## src/rtl/energy_bcast_pkg.sv

```systemverilog
package energy_bcast_pkg;
  localparam int WORD_W  = 16;
  localparam int CODE_W  = 5;
  localparam int NUM_THR = 31;
  localparam int FRAME_W = 32;
  localparam int CRC_W   = 4;
  localparam int CRC_SPAN = FRAME_W - CRC_W;
  localparam int TAB_W   = WORD_W * (NUM_THR + 1);
  localparam logic [7:0] HEADER     = 8'b1001_0000;
  localparam logic [7:0] BROKEN_MID = 8'b1001_1000;
  localparam logic [CRC_W-1:0] CRC_POLY = 4'b0011;

  typedef struct packed {
    logic       err;
    logic       srst;
    logic       sut;
    logic       ubi;
    logic       mbi;
    logic       utst;
    logic       mtst;
    logic [3:0] card;
  } ctl_t;

  function automatic logic [CRC_W-1:0] crc4_calc(input logic [CRC_SPAN-1:0] d);
    logic [CRC_W-1:0] c;
    logic fb;
    c = '0;
    for (int i = CRC_SPAN - 1; i >= 0; i--) begin
      fb = c[CRC_W-1] ^ d[i];
      c  = {c[CRC_W-2:0], 1'b0};
      if (fb) c = c ^ CRC_POLY;
    end
    return c;
  endfunction

  function automatic logic [TAB_W-1:0] linear_table(input int step);
    logic [TAB_W-1:0] t;
    t = '0;
    for (int i = 1; i <= NUM_THR; i++) t[i*WORD_W +: WORD_W] = WORD_W'(i * step);
    return t;
  endfunction
endpackage

```

## src/rtl/energy_lut.sv

```systemverilog
module energy_lut
  import energy_bcast_pkg::*;
#(
  parameter logic [TAB_W-1:0] THR_TABLE = linear_table(2048)
) (
  input  logic [WORD_W-1:0] energy,
  output logic [CODE_W-1:0] code
);
  logic [NUM_THR:1] ge;

  genvar g;
  generate
    for (g = 1; g <= NUM_THR; g++) begin : g_cmp
      assign ge[g] = (energy >= THR_TABLE[g*WORD_W +: WORD_W]);
    end
  endgenerate

  always_comb begin
    code = '0;
    for (int i = 1; i <= NUM_THR; i++) code = code + CODE_W'(ge[i]);
  end
endmodule

```

## src/rtl/word_pack.sv

```systemverilog
module word_pack
  import energy_bcast_pkg::*;
(
  input  logic [CODE_W-1:0] lut_code,
  input  logic              link_broken,
  input  logic              test_mode,
  input  logic              ovr_en,
  input  logic [CODE_W-1:0] ovr_code,
  input  ctl_t              ctl,
  output logic [WORD_W-1:0] word
);
  logic [CODE_W-1:0] sel_code;

  always_comb begin
    sel_code = (test_mode && ovr_en) ? ovr_code : lut_code;
    if (link_broken)
      word = {{CODE_W{1'b1}}, BROKEN_MID, ctl.card[2:0]};
    else
      word = {sel_code, ctl};
  end
endmodule

```

## src/rtl/frame_tx.sv

```systemverilog
module frame_tx
  import energy_bcast_pkg::*;
(
  input  logic              clk,
  input  logic              rst_n,
  input  logic              tick,
  input  logic [WORD_W-1:0] word,
  output logic              start,
  output logic              active,
  output logic              tx_bit
);
  localparam int CNT_W = $clog2(FRAME_W);

  logic [FRAME_W-1:0] sh;
  logic [CNT_W-1:0]   cnt;
  logic               tog;
  logic               tog_n;
  logic [CRC_SPAN-1:0] body;

  assign start = tick && !active;
  assign tog_n = ~tog;
  assign body  = {HEADER, word, tog_n, 3'b000};

  always_ff @(posedge clk) begin
    if (!rst_n) begin
      sh     <= '0;
      cnt    <= '0;
      tog    <= 1'b0;
      active <= 1'b0;
    end else if (start) begin
      sh     <= {body, crc4_calc(body)};
      cnt    <= CNT_W'(FRAME_W - 1);
      tog    <= tog_n;
      active <= 1'b1;
    end else if (active) begin
      if (cnt == '0) begin
        active <= 1'b0;
      end else begin
        sh  <= {sh[FRAME_W-2:0], 1'b0};
        cnt <= cnt - 1'b1;
      end
    end
  end

  assign tx_bit = active & sh[FRAME_W-1];

  AST_HEADER_FIRST: assert property (@(posedge clk) disable iff (!rst_n)
    start |=> (active && tx_bit));
  AST_TOGGLE_FLIP: assert property (@(posedge clk) disable iff (!rst_n)
    start |=> (tog != $past(tog)));
  AST_NO_RESTART: assert property (@(posedge clk) disable iff (!rst_n)
    active |=> $stable(tog));
endmodule

```

## src/rtl/energy_bcast_top.sv

```systemverilog
module energy_bcast_top
  import energy_bcast_pkg::*;
#(
  parameter int NUM_RX = 16,
  parameter logic [TAB_W-1:0] THR_TABLE = linear_table(2048)
) (
  input  logic              clk,
  input  logic              rst_n,
  input  logic              eng_valid,
  output logic              eng_ready,
  input  logic [WORD_W-1:0] eng_data,
  input  logic              frame_tick,
  input  logic              link_broken,
  input  logic              test_mode,
  input  logic              ovr_en,
  input  logic [CODE_W-1:0] ovr_code,
  input  logic              err_flag,
  input  logic              tc_soft_rst,
  input  logic              sys_test,
  input  logic              ubeam_info,
  input  logic              mbeam_info,
  input  logic              uline_test,
  input  logic              mline_test,
  input  logic [3:0]        card_sel,
  output logic              frame_act,
  output logic [NUM_RX-1:0] ser_out
);
  logic [WORD_W-1:0] energy_q;
  logic [CODE_W-1:0] lut_code;
  logic [WORD_W-1:0] pack_word;
  logic              start;
  logic              tx_bit;
  ctl_t              ctl;

  always_ff @(posedge clk) begin
    if (!rst_n) begin
      eng_ready <= 1'b0;
      energy_q  <= '0;
    end else begin
      eng_ready <= 1'b1;
      if (eng_valid && eng_ready) energy_q <= eng_data;
    end
  end

  assign ctl = '{err: err_flag, srst: tc_soft_rst, sut: sys_test, ubi: ubeam_info,
                 mbi: mbeam_info, utst: uline_test, mtst: mline_test, card: card_sel};

  energy_lut #(.THR_TABLE(THR_TABLE)) i_lut (
    .energy (energy_q),
    .code   (lut_code)
  );

  word_pack i_pack (
    .lut_code    (lut_code),
    .link_broken (link_broken),
    .test_mode   (test_mode),
    .ovr_en      (ovr_en),
    .ovr_code    (ovr_code),
    .ctl         (ctl),
    .word        (pack_word)
  );

  frame_tx i_tx (
    .clk    (clk),
    .rst_n  (rst_n),
    .tick   (frame_tick),
    .word   (pack_word),
    .start  (start),
    .active (frame_act),
    .tx_bit (tx_bit)
  );

  genvar g;
  generate
    for (g = 0; g < NUM_RX; g++) begin : g_lane
      assign ser_out[g] = tx_bit;
    end
  endgenerate

  AST_BROKEN_WORD: assert property (@(posedge clk) disable iff (!rst_n)
    (start && link_broken) |-> (pack_word[15:11] == 5'd31 && pack_word[10:3] == BROKEN_MID));
  AST_OVR_GATED: assert property (@(posedge clk) disable iff (!rst_n)
    (start && !link_broken && !test_mode) |-> (pack_word[15:11] == lut_code));
  AST_IDLE_LOW: assert property (@(posedge clk) disable iff (!rst_n)
    !frame_act |-> (ser_out == '0));
endmodule

```

## config.mk

```make
export PLATFORM = sky130hd
export DESIGN_NAME = energy_bcast_top
export DESIGN_NICKNAME = d
export VERILOG_FILES = /design/src/rtl/energy_bcast_pkg.sv /design/src/rtl/energy_lut.sv /design/src/rtl/word_pack.sv /design/src/rtl/frame_tx.sv /design/src/rtl/energy_bcast_top.sv
export SDC_FILE = /design/constraint.sdc
export NUM_CORES = 1
export LEC_CHECK = 0
export BUFFER_PORTS_ARGS = -buffer_cell sky130_fd_sc_hd__buf_2
export CAP_MARGIN = 25
export CORE_ASPECT_RATIO = 1.1
export CORE_UTILIZATION = 25
export DETAILED_ROUTE_END_ITERATION = 8
export SLEW_MARGIN = 10
export SYNTH_ARGS = -nofsm -noshare
export SYNTH_HDL_FRONTEND = slang
export SYNTH_SLANG_ARGS = --single-unit
```

## constraint.sdc

```tcl
create_clock -name clk -period 13.78 [get_ports clk]
set_clock_uncertainty 0.15 [all_clocks]
set_input_delay 2.067 -clock clk [delete_from_list [all_inputs] [get_ports clk]]
set_output_delay 2.067 -clock clk [all_outputs]
set_load 0.02 [all_outputs]
```

==> results of run 1 <==
==> cells in the mapped netlist, types with 5 or more instances <==
master	number
a31oi_1	5
a21oi_1	30
dfxtp_1	45
o21ai_0	7
a21boi_0	5
ha_1	11
a222oi_1	5
fa_1	23
xnor2_1	22
nand3_1	5
nand2_1	57
inv_1	28
nor2_1	31
buf_4	16
clkbuf_1	19
nor3_1	7
==> flip-flops by register name (all words and copies together) (netlist names) <==
signal	flops
i_tx.tog	1
eng_ready	1
i_tx.active	1
i_tx.cnt	5
i_tx.sh	32
energy_q	5
==> stage by stage <==
step            util  setup WS [ns]
6_report       0.291           6.78
5_1_grt        0.291           6.37
4_1_cts        0.288           6.75
3_5_place_dp   0.276           6.76
3_3_place_gp   0.276           6.90
2_1_floorplan      -           7.27
==> layout make-up <==
type                       count  area [um2]
clock inverter                 2        16.3
timing repair buffer          50         283
multi-input combinational    269        2030
tap                          157         196
inverter                      29         109
fill                        1329        8970
clock buffer                   6         139
sequential                    45         901
==> how the worst max path moves through the flow <==
stage            endpoint
4_1_cts        i_tx.sh[2]
3_3_place_gp   i_tx.sh[2]
2_1_floorplan  i_tx.sh[0]
3_5_place_dp   i_tx.sh[2]
5_1_grt        i_tx.sh[2]
6_report       i_tx.sh[0]
==> worst max-delay path, cell delays in order, from the launching register on <==
cell     delay (ns)
dfxtp_1        0.50
nor2_1         0.43
nand2_1        0.11
ha_1           0.34
fa_1           0.52
fa_1           0.52
fa_1           0.53
fa_1           0.55
inv_1          0.06
fa_1           0.51
fa_1           0.49
inv_1          0.07
ha_1           0.16
inv_1          0.06
fa_1           0.40
xnor2_1        0.16
mux2i_2        0.32
xnor2_1        0.13
or3_1          0.31
a21oi_1        0.24
xnor3_1        0.26
o21ai_1        0.11
==> per-layer routing <==
layer | wire length [um] | share of wire | GRT usage | vias to the layer above
met5 | 0 | 0 | 0 | -
met4 | 110 | 0.016 | 0.0375 | 0
met3 | 253 | 0.038 | 0.0230 | 11
met2 | 3210 | 0.48 | 0.179 | 51
met1 | 3160 | 0.47 | 0.139 | 1165
li1 | - | - | - | 1295
==> kinds of logic (layout without fill, tap and decap cells) <==
group,Yosys count,in the layout,synth area share
AND/OR/NAND/NOR,126,126,0.174
multiplexers,3,3,0.0104
adder cells (fa/ha/maj),34,34,0.185
buffers and inverters,67,87,0.0970
XOR/XNOR,27,27,0.0866
AO/OA/AOI/OAI,79,79,0.169
flip-flops,45,45,0.278
==> power groups by stage <==
stage | Clock (mW) | Sequential, mW | Combinational, mW
after floorplan | 0 | 0.156 | 0.199
final | 0.125 | 0.157 | 0.244
after global routing | 0.134 | 0.159 | 0.278
after CTS | 0.129 | 0.156 | 0.247
after detailed placement | 0 | 0.159 | 0.245
after global placement | 0 | 0.159 | 0.240
==> flow_metrics.env, run 1 <==
export IMPL_status="finished, final reports clean"
export IMPL_fin_area_mm2=0.00367
export IMPL_place_area_mm2=0.00349
export IMPL_yosysTopAreaCellShare=0.278
export IMPL_avgRoutedWirePerCell_um=12.1
export IMPL_hold_start="i_tx.sh[24]"
export IMPL_power_density_mw_per_mm2=143
export IMPL_ys_seq_area_frac=0.278
export IMPL_synth_flop_cell="dfxtp_1"
export IMPL_clock_path_buffers=2
export IMPL_synth_seq_cells=45
export IMPL_synth_area_leaders="dfxtp_1 (28%), fa_1 (14%), nand2_1 (6.6%)"
export IMPL_hpwl_mm=5.12
export IMPL_synth_async_reset_ratio=0
export IMPL_min_period_ns=7.00
export IMPL_setup_viol=0
export IMPL_hold_ws_ns=0.303
export IMPL_net_switching_power_mw=0.193
export IMPL_die_area_mm2=0.0134
export IMPL_path_clk_slew_ns=0.06
export IMPL_firstDrtPassIters=4
export IMPL_vias_per_cell=4.52
export IMPL_r2r_end="i_tx.sh[0]"
export IMPL_tritoncts="done"
export IMPL_final_cells=558
export IMPL_crit_fanout=20
export IMPL_drive_gt1_frac=0.180
export IMPL_crit_required_ns=13.85
export IMPL_grt_max_degree=35
export IMPL_yosys_warnings=0
export IMPL_die_width_um=110
export IMPL_mostFrequentLayoutCell="nand2_1"
export IMPL_ant_nets=0
export IMPL_drt_total_wl_mm=6.73
export IMPL_synth_top_cell_by_area="dfxtp_1"
export IMPL_slew_headroom=0.597
export IMPL_diodes=0
export IMPL_rows=43
export IMPL_clock_root_buffer="clkbuf_16"
export IMPL_end_kind="register"
export IMPL_synth_edf_count=0
export IMPL_route_vias_total=2522
export IMPL_peakVddDrop_mv=0.0666
export IMPL_pwr_share_comb=0.464
export IMPL_drc=0
export IMPL_ff2ff_path_depth=21
export IMPL_grt_setup_unrepaired="no"
export IMPL_insertion_delay_ns=0.29
export IMPL_nets=473
export IMPL_grt_use_total=0.108
export IMPL_hold_depth=2
export IMPL_ys_types=57
export IMPL_chipHeight_um=121
export IMPL_switching_share=0.367
export IMPL_io_pins=57
export IMPL_power_frac_seq=0.298
export IMPL_cts_sinks=45
export IMPL_tightestPinTransition_ns=0.604
export IMPL_coreArea_mm2=0.0126
export IMPL_layout_common_cells="nand2_1 (57), dfxtp_1 (45), buf_2 (45), nor2_1 (31), a21oi_1 (30)"
export IMPL_min_period_over_period=0.508
export IMPL_hold_path_endpoint="i_tx.sh[25]"
export IMPL_start_util=0.256
export IMPL_p_leak_nw=1.57
export IMPL_cts_resized=0
export IMPL_finalWeightedCongestion=0.811
export IMPL_syn_nets=454
export IMPL_post_cts_buffers=0
export IMPL_synth_area_per_cell_um2=8.50
export IMPL_hold_violations=0
export IMPL_power_frac_clock=0.238
export IMPL_max_cap_violations=0
export IMPL_syn_inst=381
export IMPL_power_internal_mw=0.333
export IMPL_area_growth_pct=13.5
export IMPL_setup_tns_ns=0
export IMPL_fmax_mhz=143
export IMPL_drt_iter0_drc=146
export IMPL_cp_arrival_ns=7.07
export IMPL_crit_type="reg -> reg"
export IMPL_syn_area_mm2=0.00324
export IMPL_critPathLaunchType="register"
export IMPL_grt_pass1_vias=2536
export IMPL_hold_buffers=0
export IMPL_r2r_slack_ns=6.78
export IMPL_total_power_mw=0.525
export IMPL_antenna_found_initial=0
export IMPL_htree_levels=2
export IMPL_grt_pass1_wl_mm=11.9
export IMPL_hold_path_class="reg -> reg"
export IMPL_place_port_buffers=45
export IMPL_cp_startpoint="energy_q[15]"
export IMPL_numCtsBuffers=5
export IMPL_place_inst=549
export IMPL_r2r_start="energy_q[15]"
export IMPL_slew_viol_final=0
export IMPL_grt_overflow=0
Note: power is estimated with default switching activity, not from simulation.
==> run 2: changes to the inputs <==
- ABC_AREA: not set -> 1
- clock period: 13.78 -> 6.05 ns (I/O delays scaled with it)
==> flow_metrics.env, run 2 <==
export IMPL_top_regs="i_tx.sh x32, energy_q x5, i_tx.cnt x5"
export IMPL_yosysTopAreaCellShare=0.241
export IMPL_end_kind="register"
export IMPL_min_period_over_period=1.08
export IMPL_firstDrtPassIters=4
export IMPL_antenna_found_initial=0
export IMPL_yosysMostFrequentCell="nand2_1"
export IMPL_synth_top_cell_by_area="dfxtp_1"
export IMPL_multi_input_area_mm2=0.00263
export IMPL_die_width_um=119
export IMPL_htree_levels=2
export IMPL_cts_sinks=45
export IMPL_diodes=0
export IMPL_min_period_ns=6.53
export IMPL_ys_types=33
export IMPL_grt_use_total=0.119
export IMPL_slew_viol_final=0
export IMPL_io_pins=57
export IMPL_chipHeight_um=130
export IMPL_mostFrequentLayoutCell="nand2_1"
export IMPL_setup_ws_ns=-0.480
export IMPL_drive_gt1_frac=0.365
export IMPL_peakVddDrop_mv=0.426
export IMPL_grt_pass1_vias=3361
export IMPL_drc=0
export IMPL_clock_root_buffer="clkbuf_16"
export IMPL_layout_common_cells="nand2_1 (115), inv_1 (66), buf_4 (47), buf_2 (45), dfxtp_1 (40)"
export IMPL_syn_area_mm2=0.00374
export IMPL_violations="setup timing"
export IMPL_coreArea_mm2=0.0145
export IMPL_crit_required_ns=6.10
export IMPL_synth_xor_area_frac=0
export IMPL_crit_type="reg -> reg"
export IMPL_total_power_mw=2.81
export IMPL_cpMostUsedCell="nand2_2"
export IMPL_num_fill_cells=1586
export IMPL_path_clk_slew_ns=0.06
export IMPL_synth_simple_area_share=0.349
export IMPL_muxShareOfSynthArea=0
export IMPL_cp_slowest_cell="fa_1"
export IMPL_grt_max_degree=33
export IMPL_fmax_mhz=153
export IMPL_synthTopCellsByCount="nand2_1 (143), inv_1 (75), nand3_1 (50), dfxtp_1 (45), nor2_1 (35)"
export IMPL_place_port_buffers=45
export IMPL_tritoncts="done"
export IMPL_finalWeightedCongestion=0.825
export IMPL_drt_iter0_drc=136
export IMPL_numCtsBuffers=5
export IMPL_rows=46
export IMPL_tightestPinTransition_ns=0.962
export IMPL_max_cap_violations=0
export IMPL_fin_area_mm2=0.00489
export IMPL_area_growth_pct=31.0
export IMPL_synth_async_reset_ratio=0
export IMPL_grt_pass1_wl_mm=15.2
export IMPL_drt_total_wl_mm=8.77
export IMPL_synth_area_leaders="dfxtp_1 (24%), nand2_1 (14%), fa_1 (12%)"
export IMPL_hold_ws_ns=0.309
export IMPL_status="finished with violations"
export IMPL_r2r_slack_ns=-0.48
export IMPL_critPathLaunchType="register"
export IMPL_route_vias_total=3515
export IMPL_hold_start="i_tx.sh[27]"
export IMPL_syn_nets=614
export IMPL_hold_depth=2
export IMPL_avgRoutedWirePerCell_um=10.9
export IMPL_r2r_end="i_tx.sh[0]"
export IMPL_ff2ff_path_depth=36
export IMPL_hold_violations=0
export IMPL_nets=683
export IMPL_r2r_start="energy_q[11]"
export IMPL_vias_per_cell=4.38
export IMPL_syn_inst=541
export IMPL_hold_path_class="reg -> reg"
export IMPL_largest_register="i_tx.sh"
export IMPL_synth_edf_count=0
export IMPL_setup_tns_ns=-1.86
export IMPL_ant_nets=0
export IMPL_synth_flop_cell="dfxtp_1"
export IMPL_ys_seq_area_frac=0.241
export IMPL_synth_top_family_by_area="simple AND/OR/NAND/NOR gates"
export IMPL_largest_reg_flops=32
export IMPL_seq_area_um2=917
export IMPL_insertion_delay_ns=0.29
export IMPL_start_util=0.258
export IMPL_cp_arrival_ns=6.58
export IMPL_synth_compound_area_frac=0.109
export IMPL_yosys_warnings=0
export IMPL_grt_setup_unrepaired="yes"
export IMPL_slew_headroom=0.358
export IMPL_grt_overflow=0
export IMPL_hold_path_endpoint="i_tx.sh[28]"
export IMPL_p_leak_nw=2.43
export IMPL_crit_fanout=6
export IMPL_synth_area_per_cell_um2=6.91
export IMPL_max_stage_delay_ns=0.53
export IMPL_hold_buffers=0
export IMPL_power_density_mw_per_mm2=575
export IMPL_clock_path_buffers=2
export IMPL_setup_viol=4
export IMPL_place_area_mm2=0.00441
export IMPL_hpwl_mm=6.61
export IMPL_synthAdderAreaFrac=0.160
export IMPL_synth_seq_cells=45
export IMPL_die_area_mm2=0.0154
## run 2: cell types whose count changed after synthesis, sizes merged, moves of 6 or more
cell	change
nand2	+109
inv	+58
nand3	+55
xnor2	-24
o21ai	+9
a31oi	+8
nor3	-6
## run 2: what timing repair did
item                                    in CTS  in global routing
pin swaps                                   15                 22
buffers inserted                             6                  4
endpoints found under the setup margin       4                  5
gates resized for setup                     32                 34
## run 2: worst max-delay path: cells and delay by family (launching register included)
| kind | cells | cell delay, ns |
|---|---|---|
| buffers and inverters | 6 | 0.49 |
| AOI/OAI and AO/OA | 1 | 0.14 |
| and+or+nand+nor | 20 | 1.59 |
| adders and majority gates | 9 | 3.73 |
| DFF | 1 | 0.34 |
## run 2: routing by layer
metal / vias to the layer above / track usage / part of all wire
li1: 1840 / - / -
met1: 1609 / 0.159 / 0.49
met2: 59 / 0.205 / 0.47
met3: 7 / 0.0166 / 0.029
met4: 0 / 0.0201 / 0.0079
met5: - / 0 / 0
## run 2: logic make-up (layout without fill, tap and decap cells)
group	Yosys count	count (layout)
buffers and inverters	120	190
DFF	45	45
and+or+nand+nor	271	271
AOI/OAI and AO/OA	71	71
adders and majority gates	34	34
## run 2: how the worst max path moves through the flow
stage                             from         end  slack, ns
final                     energy_q[11]  i_tx.sh[0]      -0.48
after global routing      energy_q[13]  i_tx.sh[0]      -0.80
after CTS                 energy_q[12]  i_tx.sh[0]      -0.52
after detailed placement  energy_q[13]  i_tx.sh[3]      -0.54
after global placement    energy_q[13]  i_tx.sh[3]      -0.52
after floorplan           energy_q[12]  i_tx.sh[3]      -0.11
## run 2: final cells by class
cell class,instances,area share
Clock buffer,6,0.0284
Clock inverter,2,0.00332
Inverter,87,0.0688
Multi-Input combinational cell,376,0.538
Sequential cell,45,0.187
Tap cell,192,0.0491
Timing Repair Buffer,95,0.125
## run 2: per-stage QoR
stage | setup WS, ns | util | std cells
finish | -0.480 | 0.337 | 803
global route | -0.805 | 0.337 | 803
CTS | -0.519 | 0.326 | 799
detailed placement | -0.540 | 0.304 | 785
global placement | -0.517 | 0.304 | 785
floorplan | -0.113 | - | 541
## run 2: where the power goes
part / leakage [nW] / internal, mW / switching [mW] / total (mW)
registers: 0.373 / 0.331 / 0.0217 / 0.353
logic: 1.98 / 0.885 / 1.29 / 2.18
clock network: 0.0735 / 0.166 / 0.117 / 0.283
total: 2.43 / 1.38 / 1.43 / 2.81
==> run 3: changes to the inputs <==
- MAX_ROUTING_LAYER: not set -> met4
==> flow_metrics.env, run 3 (same netlist as run 2, synthesis figures left out) <==
export IMPL_hold_buffers=0
export IMPL_largest_register="i_tx.sh"
export IMPL_area_growth_pct=31.7
export IMPL_min_period_ns=6.53
export IMPL_hpwl_mm=6.61
export IMPL_grt_overflow=0
export IMPL_drt_iter0_drc=131
export IMPL_critPathLaunchType="register"
export IMPL_violations="setup timing"
export IMPL_avgRoutedWirePerCell_um=10.9
export IMPL_die_area_mm2=0.0154
export IMPL_min_period_over_period=1.08
export IMPL_grt_pass1_vias=3362
export IMPL_mostFrequentLayoutCell="nand2_1"
export IMPL_io_pins=57
export IMPL_crit_fanout=6
export IMPL_layout_common_cells="nand2_1 (115), inv_1 (66), buf_4 (47), buf_2 (45), dfxtp_1 (40)"
export IMPL_end_kind="register"
export IMPL_max_cap_violations=0
export IMPL_setup_viol=4
export IMPL_die_width_um=119
export IMPL_tritoncts="done"
export IMPL_p_leak_nw=2.44
export IMPL_grt_use_total=0.122
export IMPL_power_density_mw_per_mm2=572
export IMPL_htree_levels=2
export IMPL_insertion_delay_ns=0.29
export IMPL_largest_reg_flops=32
export IMPL_slew_headroom=0.490
export IMPL_finalWeightedCongestion=0.838
export IMPL_path_clk_slew_ns=0.06
export IMPL_num_fill_cells=1583
export IMPL_tightestPinTransition_ns=0.761
export IMPL_route_vias_total=3486
export IMPL_chipHeight_um=130
export IMPL_rows=46
export IMPL_max_stage_delay_ns=0.53
export IMPL_numCtsBuffers=5
export IMPL_seq_area_um2=917
export IMPL_grt_max_degree=33
export IMPL_hold_depth=2
export IMPL_coreArea_mm2=0.0145
export IMPL_top_regs="i_tx.sh x32, energy_q x5, i_tx.cnt x5"
export IMPL_drt_total_wl_mm=8.77
export IMPL_setup_ws_ns=-0.480
export IMPL_diodes=0
export IMPL_start_util=0.258
export IMPL_fmax_mhz=153
export IMPL_drive_gt1_frac=0.366
export IMPL_crit_required_ns=6.10
export IMPL_status="finished with violations"
export IMPL_peakVddDrop_mv=0.425
export IMPL_ff2ff_path_depth=36
export IMPL_ant_nets=0
export IMPL_hold_violations=0
export IMPL_hold_path_class="reg -> reg"
export IMPL_multi_input_area_mm2=0.00263
export IMPL_cp_slowest_cell="fa_1"
export IMPL_grt_pass1_wl_mm=15.2
export IMPL_firstDrtPassIters=4
export IMPL_cts_sinks=45
export IMPL_hold_ws_ns=0.309
export IMPL_cpMostUsedCell="nand2_2"
export IMPL_drc=0
export IMPL_dp_slack_ns=-0.540
export IMPL_antenna_found_initial=0
export IMPL_crit_type="reg -> reg"
export IMPL_grt_setup_unrepaired="yes"
export IMPL_place_port_buffers=45
export IMPL_clock_path_buffers=2
export IMPL_cp_arrival_ns=6.58
export IMPL_vias_per_cell=4.34
export IMPL_nets=684
export IMPL_clock_root_buffer="clkbuf_16"
export IMPL_slew_viol_final=0
-- run 3: report_power, final --
group | switching, mW | internal, mW | total (mW) | leakage, nW
clock network | 0.119 | 0.166 | 0.284 | 0.0735
registers | 0.0217 | 0.331 | 0.353 | 0.373
logic | 1.29 | 0.888 | 2.18 | 1.99
total | 1.43 | 1.38 | 2.82 | 2.44
-- run 3: critical path, delay by kind of cell (launching register included) --
family                     cells  cell delay (ns)
adders and majority gates      9             3.73
and+or+nand+nor               20             1.59
buffers and inverters          6             0.49
DFF                            1             0.34
AOI/OAI and AO/OA              1             0.14
-- run 3: final cells by class --
| cell class | count | share of cell area |
|---|---|---|
| Clock buffer | 6 | 0.0282 |
| Clock inverter | 2 | 0.00331 |
| Inverter | 87 | 0.0684 |
| Multi-Input combinational cell | 376 | 0.535 |
| Sequential cell | 45 | 0.186 |
| Tap cell | 192 | 0.0488 |
| Timing Repair Buffer | 96 | 0.130 |
-- run 3: through the flow --
step	utilization	instance area, um2	power [mW]	cells	setup TNS (ns)
finish	0.339	4920	2.82	804	-1.86
floorplan	-	3840	1.83	541	-0.361
detailed placement	0.304	4410	2.27	785	-2.11
CTS	0.326	4730	2.69	799	-2.02
global placement	0.304	4410	2.24	785	-1.97
global route	0.339	4920	3.11	804	-3.11
-- run 3: what timing repair did --
item	in CTS	in global routing
endpoints found under the setup margin	4	5
buffers inserted	6	4
pin swaps	15	22
gates resized for setup	32	34
gates cloned	0	0
-- run 3: final timing paths --
check / slack (ns) / start / end
max: -0.48 / energy_q[11] / i_tx.sh[0]
max reg2reg: -0.48 / energy_q[11] / i_tx.sh[0]
min reg2reg: 0.31 / i_tx.sh[27] / i_tx.sh[28]
min: 0.31 / i_tx.sh[27] / i_tx.sh[28]
-- run 3: metal layers --
layer / track usage / part of all wire / up-vias
met1: 0.160 / 0.49 / 1577
met3: 0.0166 / 0.034 / 7
met2: 0.205 / 0.47 / 61
li1: - / - / 1841
met5: - / 0 / -
met4: 0.0201 / 0.0078 / 0
